==> src/rtl/crt_pkg.sv <==
package crt_pkg;

    // Residue base shared by the whole reconstructor
    localparam int NCH   = 9;
    localparam int RES_W = 5;
    localparam int unsigned MODULI [NCH] = '{7, 11, 13, 15, 17, 19, 23, 29, 31};

    function automatic longint unsigned base_product();
        longint unsigned p;
        p = 1;
        for (int i = 0; i < NCH; i++) begin
            p = p * longint'(MODULI[i]);
        end
        return p;
    endfunction

    localparam longint unsigned CRT_M  = base_product();
    localparam int              WORD_W = $clog2(CRT_M);
    localparam int              SUM_W  = $clog2(CRT_M * longint'(NCH));
    localparam int              FOLD_STEPS = $clog2(NCH);
    localparam int              SGN_W  = WORD_W + 1;

    // Multiplicative inverse of a modulo m, found by linear search
    function automatic longint unsigned inverse_of(longint unsigned a, longint unsigned m);
        longint unsigned found;
        found = 0;
        for (longint unsigned n = 1; n < m; n++) begin
            if (((a % m) * n) % m == 1) found = n;
        end
        return found;
    endfunction

    // CRT weight of one lane: (M/m * inverse) mod M
    function automatic longint unsigned lane_weight(int idx);
        longint unsigned m;
        longint unsigned part;
        m    = longint'(MODULI[idx]);
        part = CRT_M / m;
        return (part * inverse_of(part, m)) % CRT_M;
    endfunction

endpackage

==> src/rtl/crt_lane_rom.sv <==
module crt_lane_rom #(
    parameter int              RES_W   = 5,
    parameter int              WORD_W  = 37,
    parameter int unsigned     MODULUS = 7,
    parameter longint unsigned WEIGHT  = 1,
    parameter longint unsigned CRT_M   = 7
) (
    input  logic              clk,
    input  logic              rst_n,
    input  logic              en,
    input  logic [RES_W-1:0]  res,
    output logic [WORD_W-1:0] term
);

    localparam int DEPTH = 1 << RES_W;

    typedef logic [DEPTH-1:0][WORD_W-1:0] table_t;

    // Codes at or above the modulus carry zero weight
    function automatic table_t fill_table();
        table_t t;
        for (int r = 0; r < DEPTH; r++) begin
            if (r < int'(MODULUS)) begin
                t[r] = WORD_W'((longint'(r) * WEIGHT) % CRT_M);
            end else begin
                t[r] = '0;
            end
        end
        return t;
    endfunction

    localparam table_t LANE_TABLE = fill_table();

    always_ff @(posedge clk) begin
        if (!rst_n) begin
            term <= '0;
        end else if (en) begin
            term <= LANE_TABLE[res];
        end
    end

endmodule

==> src/rtl/crt_add_tree.sv <==
module crt_add_tree #(
    parameter int N     = 9,
    parameter int IN_W  = 37,
    parameter int OUT_W = 40
) (
    input  logic [N-1:0][IN_W-1:0] leaf,
    output logic [OUT_W-1:0]       total
);

    localparam int LEAVES = 1 << $clog2(N);

    // Heap-indexed balanced tree: node k sums nodes 2k and 2k+1
    logic [2*LEAVES-1:1][OUT_W-1:0] node;

    for (genvar i = 0; i < LEAVES; i++) begin : g_leaf
        if (i < N) begin : g_used
            assign node[LEAVES+i] = OUT_W'(leaf[i]);
        end else begin : g_pad
            assign node[LEAVES+i] = '0;
        end
    end

    for (genvar k = 1; k < LEAVES; k++) begin : g_node
        assign node[k] = node[2*k] + node[2*k+1];
    end

    assign total = node[1];

endmodule

==> src/rtl/crt_mod_fold.sv <==
module crt_mod_fold #(
    parameter int              SUM_W  = 40,
    parameter int              WORD_W = 37,
    parameter int              STEPS  = 4,
    parameter longint unsigned CRT_M  = 7
) (
    input  logic [SUM_W-1:0]  sum,
    output logic [WORD_W-1:0] value
);

    // chain[STEPS] is the raw sum; each step removes (M << k) when possible
    logic [STEPS:0][SUM_W-1:0] chain;

    assign chain[STEPS] = sum;

    for (genvar k = 0; k < STEPS; k++) begin : g_step
        localparam logic [SUM_W-1:0] STEP_VAL = SUM_W'(CRT_M << k);
        assign chain[k] = (chain[k+1] >= STEP_VAL) ? (chain[k+1] - STEP_VAL) : chain[k+1];
    end

    assign value = WORD_W'(chain[0]);

endmodule

==> src/rtl/crt_reconstruct.sv <==
module crt_reconstruct
    import crt_pkg::*;
(
    input  logic                   clk,
    input  logic                   rst_n,
    input  logic                   in_valid,
    output logic                   in_ready,
    input  logic [NCH*RES_W-1:0]   in_res,
    output logic                   out_valid,
    input  logic                   out_ready,
    output logic [WORD_W-1:0]      out_uns,
    output logic [SGN_W-1:0]       out_sgn
);

    localparam longint unsigned HALF = (CRT_M + 1) / 2;

    logic                        advance;
    logic                        lookup_v;
    logic                        sum_v;
    logic [NCH-1:0][WORD_W-1:0]  terms;
    logic [SUM_W-1:0]            tree_sum;
    logic [SUM_W-1:0]            sum_q;
    logic [WORD_W-1:0]           folded;
    logic [SGN_W-1:0]            sgn_next;

    // Whole pipeline moves when the output slot is free or being taken
    assign advance  = !out_valid || out_ready;
    assign in_ready = advance;

    // Stage LOOKUP: one constant table per lane
    for (genvar g = 0; g < NCH; g++) begin : g_lane
        crt_lane_rom #(
            .RES_W   (RES_W),
            .WORD_W  (WORD_W),
            .MODULUS (MODULI[g]),
            .WEIGHT  (lane_weight(g)),
            .CRT_M   (CRT_M)
        ) u_rom (
            .clk   (clk),
            .rst_n (rst_n),
            .en    (advance),
            .res   (in_res[g*RES_W +: RES_W]),
            .term  (terms[g])
        );
    end

    // Stage SUM
    crt_add_tree #(
        .N     (NCH),
        .IN_W  (WORD_W),
        .OUT_W (SUM_W)
    ) u_tree (
        .leaf  (terms),
        .total (tree_sum)
    );

    // Stage PRESENT: fold below M and form the signed view
    crt_mod_fold #(
        .SUM_W  (SUM_W),
        .WORD_W (WORD_W),
        .STEPS  (FOLD_STEPS),
        .CRT_M  (CRT_M)
    ) u_fold (
        .sum   (sum_q),
        .value (folded)
    );

    always_comb begin
        if (folded >= WORD_W'(HALF)) begin
            sgn_next = {1'b0, folded} - SGN_W'(CRT_M);
        end else begin
            sgn_next = {1'b0, folded};
        end
    end

    always_ff @(posedge clk) begin
        if (!rst_n) begin
            lookup_v  <= 1'b0;
            sum_v     <= 1'b0;
            out_valid <= 1'b0;
        end else if (advance) begin
            lookup_v  <= in_valid;
            sum_v     <= lookup_v;
            out_valid <= sum_v;
        end
    end

    always_ff @(posedge clk) begin
        if (!rst_n) begin
            sum_q   <= '0;
            out_uns <= '0;
            out_sgn <= '0;
        end else if (advance) begin
            sum_q   <= tree_sum;
            out_uns <= folded;
            out_sgn <= sgn_next;
        end
    end

endmodule

==> config.mk <==
export PLATFORM = sky130hd
export DESIGN_NAME = crt_reconstruct
export DESIGN_NICKNAME = d
export VERILOG_FILES = /design/src/rtl/crt_pkg.sv /design/src/rtl/crt_lane_rom.sv /design/src/rtl/crt_add_tree.sv /design/src/rtl/crt_mod_fold.sv /design/src/rtl/crt_reconstruct.sv
export SDC_FILE = /design/constraint.sdc
export NUM_CORES = 2
export LEC_CHECK = 0
export BUFFER_PORTS_ARGS = -buffer_cell sky130_fd_sc_hd__buf_2
export CAP_MARGIN = 5
export CORE_AREA = 2 2 264 266
export CTS_CLUSTER_DIAMETER = 200
export CTS_CLUSTER_SIZE = 30
export DETAILED_ROUTE_END_ITERATION = 6
export DIE_AREA = 0 0 266 268
export GPL_ROUTABILITY_DRIVEN = 0
export PLACE_DENSITY_LB_ADDON = 0.2
export SYNTH_ARGS = -nofsm -noshare
export SYNTH_HDL_FRONTEND = slang
export SYNTH_SLANG_ARGS = --single-unit
export TNS_END_PERCENT = 1
==> constraint.sdc <==
create_clock -name clk -period 16.1 [get_ports clk]
set_input_delay 1.61 -clock clk [delete_from_list [all_inputs] [get_ports clk]]
set_output_delay 1.61 -clock clk [all_outputs]
set_load 0.02 [all_outputs]
Yosys cells after proc, flatten, opt, wreduce, memory -nomap -nowiden
Memory sizes are Yosys's and may differ from the RTL's. A register that Yosys moved wholly into a read port is not among the register bits.
Cells that the tools add are included.
{ "classes": {"n_mux": 5, "reduce_logical": 11, "n_addsub": 13, "n_lt_le_gt_ge": 5} }
{ "ops": {"columns": ["cell", "count"], "rows": [
  ["$add 37x37->38", 4],
  ["$mux 40", 3],
  ["$add 38x38->39", 2],
  ["$add 39x39->40", 1],
  ["$add 40x37->40", 1],
  ["$ge 40x37->1 const B", 1],
  ["$ge 40x38->1 const B", 1],
  ["$ge 40x39->1 const B", 1],
  ["$ge 40x40->1 const B", 1],
  ["$sub 40x38->40 const B", 1],
  ["$sub 40x39->40 const B", 1],
  ["$sub 40x40->40 const B", 1],
  ["$mux 38", 1],
  ["$sub 37x37->38 const B", 1],
  ["$ge 37x36->1 const B", 1],
  ["$mux 37", 1],
  ["$sub 37x37->37 const B", 1],
  ["$logic_not 1->1", 10],
  ["$logic_or 1x1->1", 1]
]} }
{ "word_totals": {"out_inout_bits": 77, "ff_bits": 118, "inputBits": 49, "n_memories": 9, "mem_bits_ro": 10656} }
{ "memory_table": {"columns": ["memory", "words", "width", "rd", "rd_clocked_by_memory_dff", "write_ports", "line", "rtl"], "rows": [
  ["(name not given)", 32, 37, 1, 1, 0, "crt_lane_rom.sv:38", "term <= LANE_TABLE[res];"],
  ["(name not given)", 32, 37, 1, 1, 0, "crt_lane_rom.sv:38", null],
  ["(name not given)", 32, 37, 1, 1, 0, "crt_lane_rom.sv:38", null],
  ["(name not given)", 32, 37, 1, 1, 0, "crt_lane_rom.sv:38", null],
  ["(name not given)", 32, 37, 1, 1, 0, "crt_lane_rom.sv:38", null],
  ["(name not given)", 32, 37, 1, 1, 0, "crt_lane_rom.sv:38", null],
  ["3 more memories", null, null, null, null, null, null, null]
]} }

Logic depth before layout (Yosys ltp)
{ "depth": {"depth_word": 10, "depth_mapped": 69, "mapped_depth_nobuf": 51} }

By module
From an unflattened synthesis, not the netlist that was laid out.
{ "unflattened": {"cells_unflattened": 5680, "area_unflattened_um2": 43143.9} }
{ "by_module_without_submodules": {"columns": ["mod", "area_each_um2", "cells_each", "instances", "seq_area_each_um2"], "rows": [
  ["crt_add_tree", 12281.8, 1594, 1, 0.0],
  ["crt_mod_fold", 8555.7, 1288, 1, 0.0],
  ["crt_reconstruct", 5387.7, 694, 1, 2362.3],
  ["crt_lane_rom at g_lane[8].u_rom", 2715.1, 359, 1, 680.7],
  ["crt_lane_rom at g_lane[7].u_rom", 2526.2, 338, 1, 680.7],
  ["crt_lane_rom at g_lane[5].u_rom", 2190.9, 277, 1, 720.7],
  ["crt_lane_rom at g_lane[3].u_rom", 2139.6, 251, 1, 740.7],
  ["crt_lane_rom at g_lane[4].u_rom", 1933.1, 236, 1, 640.6],
  ["crt_lane_rom at g_lane[2].u_rom", 1720.4, 206, 1, 600.6],
  ["crt_lane_rom at g_lane[6].u_rom", 1660.3, 209, 1, 440.4],
  ["crt_lane_rom at g_lane[1].u_rom", 1102.3, 123, 1, 360.3],
  ["crt_lane_rom at g_lane[0].u_rom", 930.9, 105, 1, 300.3]
]} }

Least setup slack after synthesis
No wires, ideal clock.
{ "synth_path": {"path_type": "register -> register", "from": "register sum_q[29]", "to": "register out_sgn[34]", "arrival_ps": 12777, "stages_incl_launch_ff": 70, "path_slack_ps": 3187, "synth_period_minus_slack_ps": 12913, "required_time_ps": 15964, "path_buffers": 18, "setup_ps": 136, "path_cell_list": "dfxtp_1 > buf_2 > or2_1 > buf_2 > nor4_4 > nand4_4 > o21ai_2 > buf_4 > buf_2 > buf_4 > clkbuf_1 > buf_1 > xnor2_1 > ha_1 > inv_1 > o21ai_0 > nand2_1 > a21oi_1 > [... 34 more ...] > o211ai_1 > or4b_4 > and3_1 > buf_2 > nor2_1 > buf_2 > xnor2_1 > inv_1 > ha_1 > inv_1 > a211o_1 > o211ai_1 > a211oi_1 > o22ai_1 > o31a_1 > o21a_1 > o31ai_1 > a31oi_1"} }
{ "synth_between": {"elab_chain_cells": 10, "elab_cells_between_ends": 15, "cone_classes": "5 x add/sub; 5 x order compare; 5 x mux"} }
{ "synth_rtl": {"columns": ["item", "line", "rtl"], "rows": [
  ["start, declared", "crt_reconstruct.sv:22", "logic [SUM_W-1:0] sum_q;"],
  ["start signal, assigned", "crt_reconstruct.sv:94", "sum_q <= tree_sum;"],
  ["$sub 40x40->40 or $ge 40x40->1 (tied branches)", "crt_mod_fold.sv:18", "assign chain[k] = (chain[k+1] >= STEP_VAL) ? (chain[k+1] - STEP_VAL) : chain[k+1];"],
  ["$mux 40 *", "crt_mod_fold.sv:18", null],
  ["$sub 40x39->40 or $ge 40x39->1 (tied branches)", "crt_mod_fold.sv:18", null],
  ["$mux 40 *", "crt_mod_fold.sv:18", null],
  ["$sub 40x38->40 or $ge 40x38->1 (tied branches)", "crt_mod_fold.sv:18", null],
  ["$mux 40 *", "crt_mod_fold.sv:18", null],
  ["$ge 40x37->1 or $sub 37x37->37 (tied branches)", "crt_mod_fold.sv:18", null],
  ["$mux 37 *", "crt_mod_fold.sv:18", null],
  ["net folded[0]", "crt_reconstruct.sv:23", "logic [WORD_W-1:0] folded;"],
  ["$sub 37x37->38 or $ge 37x36->1 (tied branches)", "crt_reconstruct.sv:70, crt_reconstruct.sv:69", null],
  ["$mux 38 *", "crt_reconstruct.sv:69", "if (folded >= WORD_W'(HALF)) begin"],
  ["end signal, assigned", "crt_reconstruct.sv:96", "out_sgn <= sgn_next;"],
  ["end, declared", "crt_reconstruct.sv:12", "output logic [SGN_W-1:0] out_sgn"]
]} }
The timed path passes the listed nets; every way through them passes the cells marked *.
A chain may end at the register's enable or synchronous reset.

Worst setup path in the final report
{ "layout_path": {"from": "register sum_q[27]", "to": "register out_sgn[11]"} }
{ "layout_between": {"elab_chain_cells": 10, "elab_cells_between_ends": 15, "cone_classes": "5 x add/sub; 5 x order compare; 5 x mux"} }
{ "layout_rtl": {"columns": ["item", "line"], "rows": [
  ["$sub 40x40->40 or $ge 40x40->1 (tied branches)", "crt_mod_fold.sv:18"],
  ["$mux 40 *", "crt_mod_fold.sv:18"],
  ["$sub 40x39->40 or $ge 40x39->1 (tied branches)", "crt_mod_fold.sv:18"],
  ["$mux 40 *", "crt_mod_fold.sv:18"],
  ["$sub 40x38->40 or $ge 40x38->1 (tied branches)", "crt_mod_fold.sv:18"],
  ["$mux 40 *", "crt_mod_fold.sv:18"],
  ["$ge 40x37->1 or $sub 37x37->37 (tied branches)", "crt_mod_fold.sv:18"],
  ["$mux 37 *", "crt_mod_fold.sv:18"],
  ["$sub 37x37->38 or $ge 37x36->1 (tied branches)", "crt_reconstruct.sv:70, crt_reconstruct.sv:69"],
  ["$mux 38 *", "crt_reconstruct.sv:69"]
]} }
Every way passes the cells marked *; elsewhere a longest branch is shown, timed or not.

==> flow_metrics.py <==
metrics = {
    "outcome": {
        "status": "complete, but fails checks",
        "violations": "design-rule violations",
    },
    "power_and_ir_drop": {
        "power_mw": 6.31,
        "power_leakage_nw": 15.2,
        "p_per_area_mw_per_mm2": 165,
        "ir_drop_mv": 0.108,
    },
    "timing": {
        "fin_tns_setup_ps": 0,
        "worst_slew_pin_slew_ps": 1200,
        "setup_viol": 0,
        "finClkSkew_ps": 25.1,
        "timing.hold.ws_ps": 457,
        "hold_viol": 0,
        "timing.final.crit_share_pct": 87.9,
        "layout_min_cycle_time_ps": 14140,
        "rsz0062_at_grt": "false",
        "fmax_mhz": 70.7,
        "drv_slew": 0,
        "relSlewSlack_pct": 18.9,
    },
    "routing": {
        "num_vias": 37000,
        "drt_pass1_iterations": 7,
        "drc": 2,
        "wl_per_cell_um": 23.0,
        "wl_um": 128000,
        "final_antenna_net_count": 0,
        "initialDrtViolationCount": 5506,
        "via_per_inst": 6.64,
    },
    "global_route": {
        "grt_util_all_layers_pct": 34.9,
        "antenna_found_initial": 0,
        "grt_pass1_wl_um": 197000,
        "overflow": 0,
        "first_global_vias": 32800,
        "grt_max_degree": 122,
    },
    "final_layout": {
        "synthToLayoutAreaGrowth_pct": 2.59,
        "final_core_util_pct": 56.0,
        "diodes": 0,
        "final_common_cell": "nor2_1",
        "fill_cells": 6560,
        "multi_input_area_mm2": 0.0276,
        "finalNonFillerCells": 5571,
        "final_cell_mix": "nor2_1 (544), a21oi_1 (497), nand2_1 (481)",
        "final_nets": 5131,
        "regArea_mm2": 0.00753,
        "drive_above_1_share_pct": 6.57,
    },
    "clock_tree": {
        "cts_sinks": 376,
        "cts_inserted_buffers": 16,
        "clk_pin_slew_worst_paths_ps": 120,
        "root_buffer": "clkbuf_16",
        "clock_latency_ps": 570,
        "cts_resized": 0,
        "cts.path.max_buffers": 3,
        "cts_setup_buffers": 0,
        "cts.hold.buffers_added": 0,
        "h-tree-depth": 1,
        "cts_tree": "yes",
    },
    "floorplan": {
        "core_area_mm2": 0.0682,
        "ios": 126,
        "start_util_pct": 54.6,
        "std_cell_rows": 96,
        "die_h_um": 268,
        "dieArea_mm2": 0.0713,
        "die_x_um": 266,
    },
    "worst_setup_path": {
        "critPathMaxFanout": 53,
        "endpoint_kind": "flip-flop",
        "r2r_start": "sum_q[27]",
        "crit_required_ps": 16580,
        "cp-start-kind": "flip-flop",
        "worstSetupPathType": "flip-flop to flip-flop",
        "max_stage_delay_ps": 860,
        "r2r_cells": 41,
        "reg2reg_to": "out_sgn[11]",
        "cp_slowest_cell": "a31o_2",
        "ff2ff_setup_slack_ps": 1960,
        "cp.arrival_ps": 14620,
        "cpMostUsedCell": "o21ai_0",
    },
    "placed_design": {
        "dp_cells": 5552,
        "dp_hpwl_um": 98100,
        "port_buffers": 125,
    },
    "yosys": {
        "avgSynthCellArea_um2": 7.65,
        "ys_seq_elements": 376,
        "ys.flop_type": "dfxtp_1",
        "seq_area_frac_synth_pct": 20.2,
        "synthCells": 4864,
        "synth.distinct_cells": 125,
        "synth-edff-count": 0,
        "synthArstFlopShare_pct": 0,
        "yosys_warnings": 0,
        "syn_nets": 5307,
        "syn_area_mm2": 0.0372,
    },
    "worst_hold_path": {
        "min_path_type": "flip-flop to flip-flop",
        "holdPathStages": 2,
        "hp-start": "out_uns[35]",
        "min_to": "out_uns[35]",
    },
    "run": {
        "max_cap_violations": 0,
    },
}
==> final cells by class <==
| cell class | count | area share (%) |
|---|---|---|
| multi-input combinational | 3963 | 72.3 |
| sequential | 376 | 19.7 |
| tap | 882 | 2.89 |
| timing repair buffer | 154 | 2.21 |
| inverter | 177 | 1.78 |
| clock buffer | 17 | 1.11 |
| clock inverter | 2 | 0.0459 |
==> cells by family (layout without fill, tap and decap cells) <==
group / count (synthesis) / count (layout) / synth area share [%]
DFF: 376 / 376 / 20.2
buffers and inverters: 525 / 350 / 5.70
AOI/OAI and AO/OA: 1667 / 1667 / 29.0
and+or+nand+nor: 1671 / 1671 / 21.1
muxes: 47 / 47 / 1.32
xor gates and xnor gates: 183 / 183 / 4.41
adders and majority gates: 395 / 395 / 18.2
==> synthesized netlist by cell type (92+ instances only) <==
master,n,share of area [%]
nor2_1,544,5.5
a21oi_1,497,6.7
nand2_1,481,4.8
dfxtp_1,376,20
o21ai_0,371,5.0
fa_1,247,13
clkbuf_1,240,2.4
inv_1,173,1.7
ha_1,147,4.9
nand3_1,128,1.7
xnor2_1,123,2.9
nor3_1,122,1.6
o211ai_1,92,1.9
==> metal layers <==
layer | up-vias | track usage, % | wire length, µm | share of wire [%]
met5 | - | 0 | 0 | 0
met4 | 0 | 14.5 | 6310 | 4.9
met3 | 307 | 4.83 | 11800 | 9.2
met2 | 2054 | 54.3 | 56900 | 44
met1 | 17500 | 48.8 | 53300 | 42
li1 | 17200 | - | - | -
==> critical path, delay by kind of cell, from the launching register on <==
kind	cells	cell delay, ps
flip-flops	1	740
buffers and inverters	3	680
AND/OR/NAND/NOR	16	5190
adder cells (fa/ha/maj)	2	580
XOR/XNOR	2	640
AO/OA/AOI/OAI	18	6120
==> registers in the layout (all words and copies together), names as in the netlist <==
name,cells
out_uns,37
out_sgn,38
g_lane.u_rom.term,258
sum_v,1
lookup_v,1
sum_q,40
out_valid,1
==> power by group <==
part | switching, mW | internal [mW] | leakage (nW) | total [mW]
sequential | 0.219 | 1.09 | 3.10 | 1.31
combinational | 2.88 | 1.60 | 11.9 | 4.48
clock | 0.322 | 0.194 | 0.218 | 0.516
total | 3.42 | 2.88 | 15.2 | 6.31
==> how the worst max path moves through the flow <==
stage / from / end
finish: sum_q[27] / out_sgn[11]
global route: sum_q[27] / out_sgn[11]
CTS: sum_q[27] / out_sgn[11]
detailed placement: sum_q[27] / out_sgn[24]
global placement: sum_q[27] / out_sgn[24]
floorplan: sum_q[29] / out_sgn[34]
==> stage by stage <==
stage               cell area [µm²]  setup slack, ps
finish                        38200             1960
floorplan                     37200             3190
detailed placement            37800             2420
global placement              37800             2800
CTS                           38200             2320
global route                  38200              899
(Power assumes the default switching activity.)
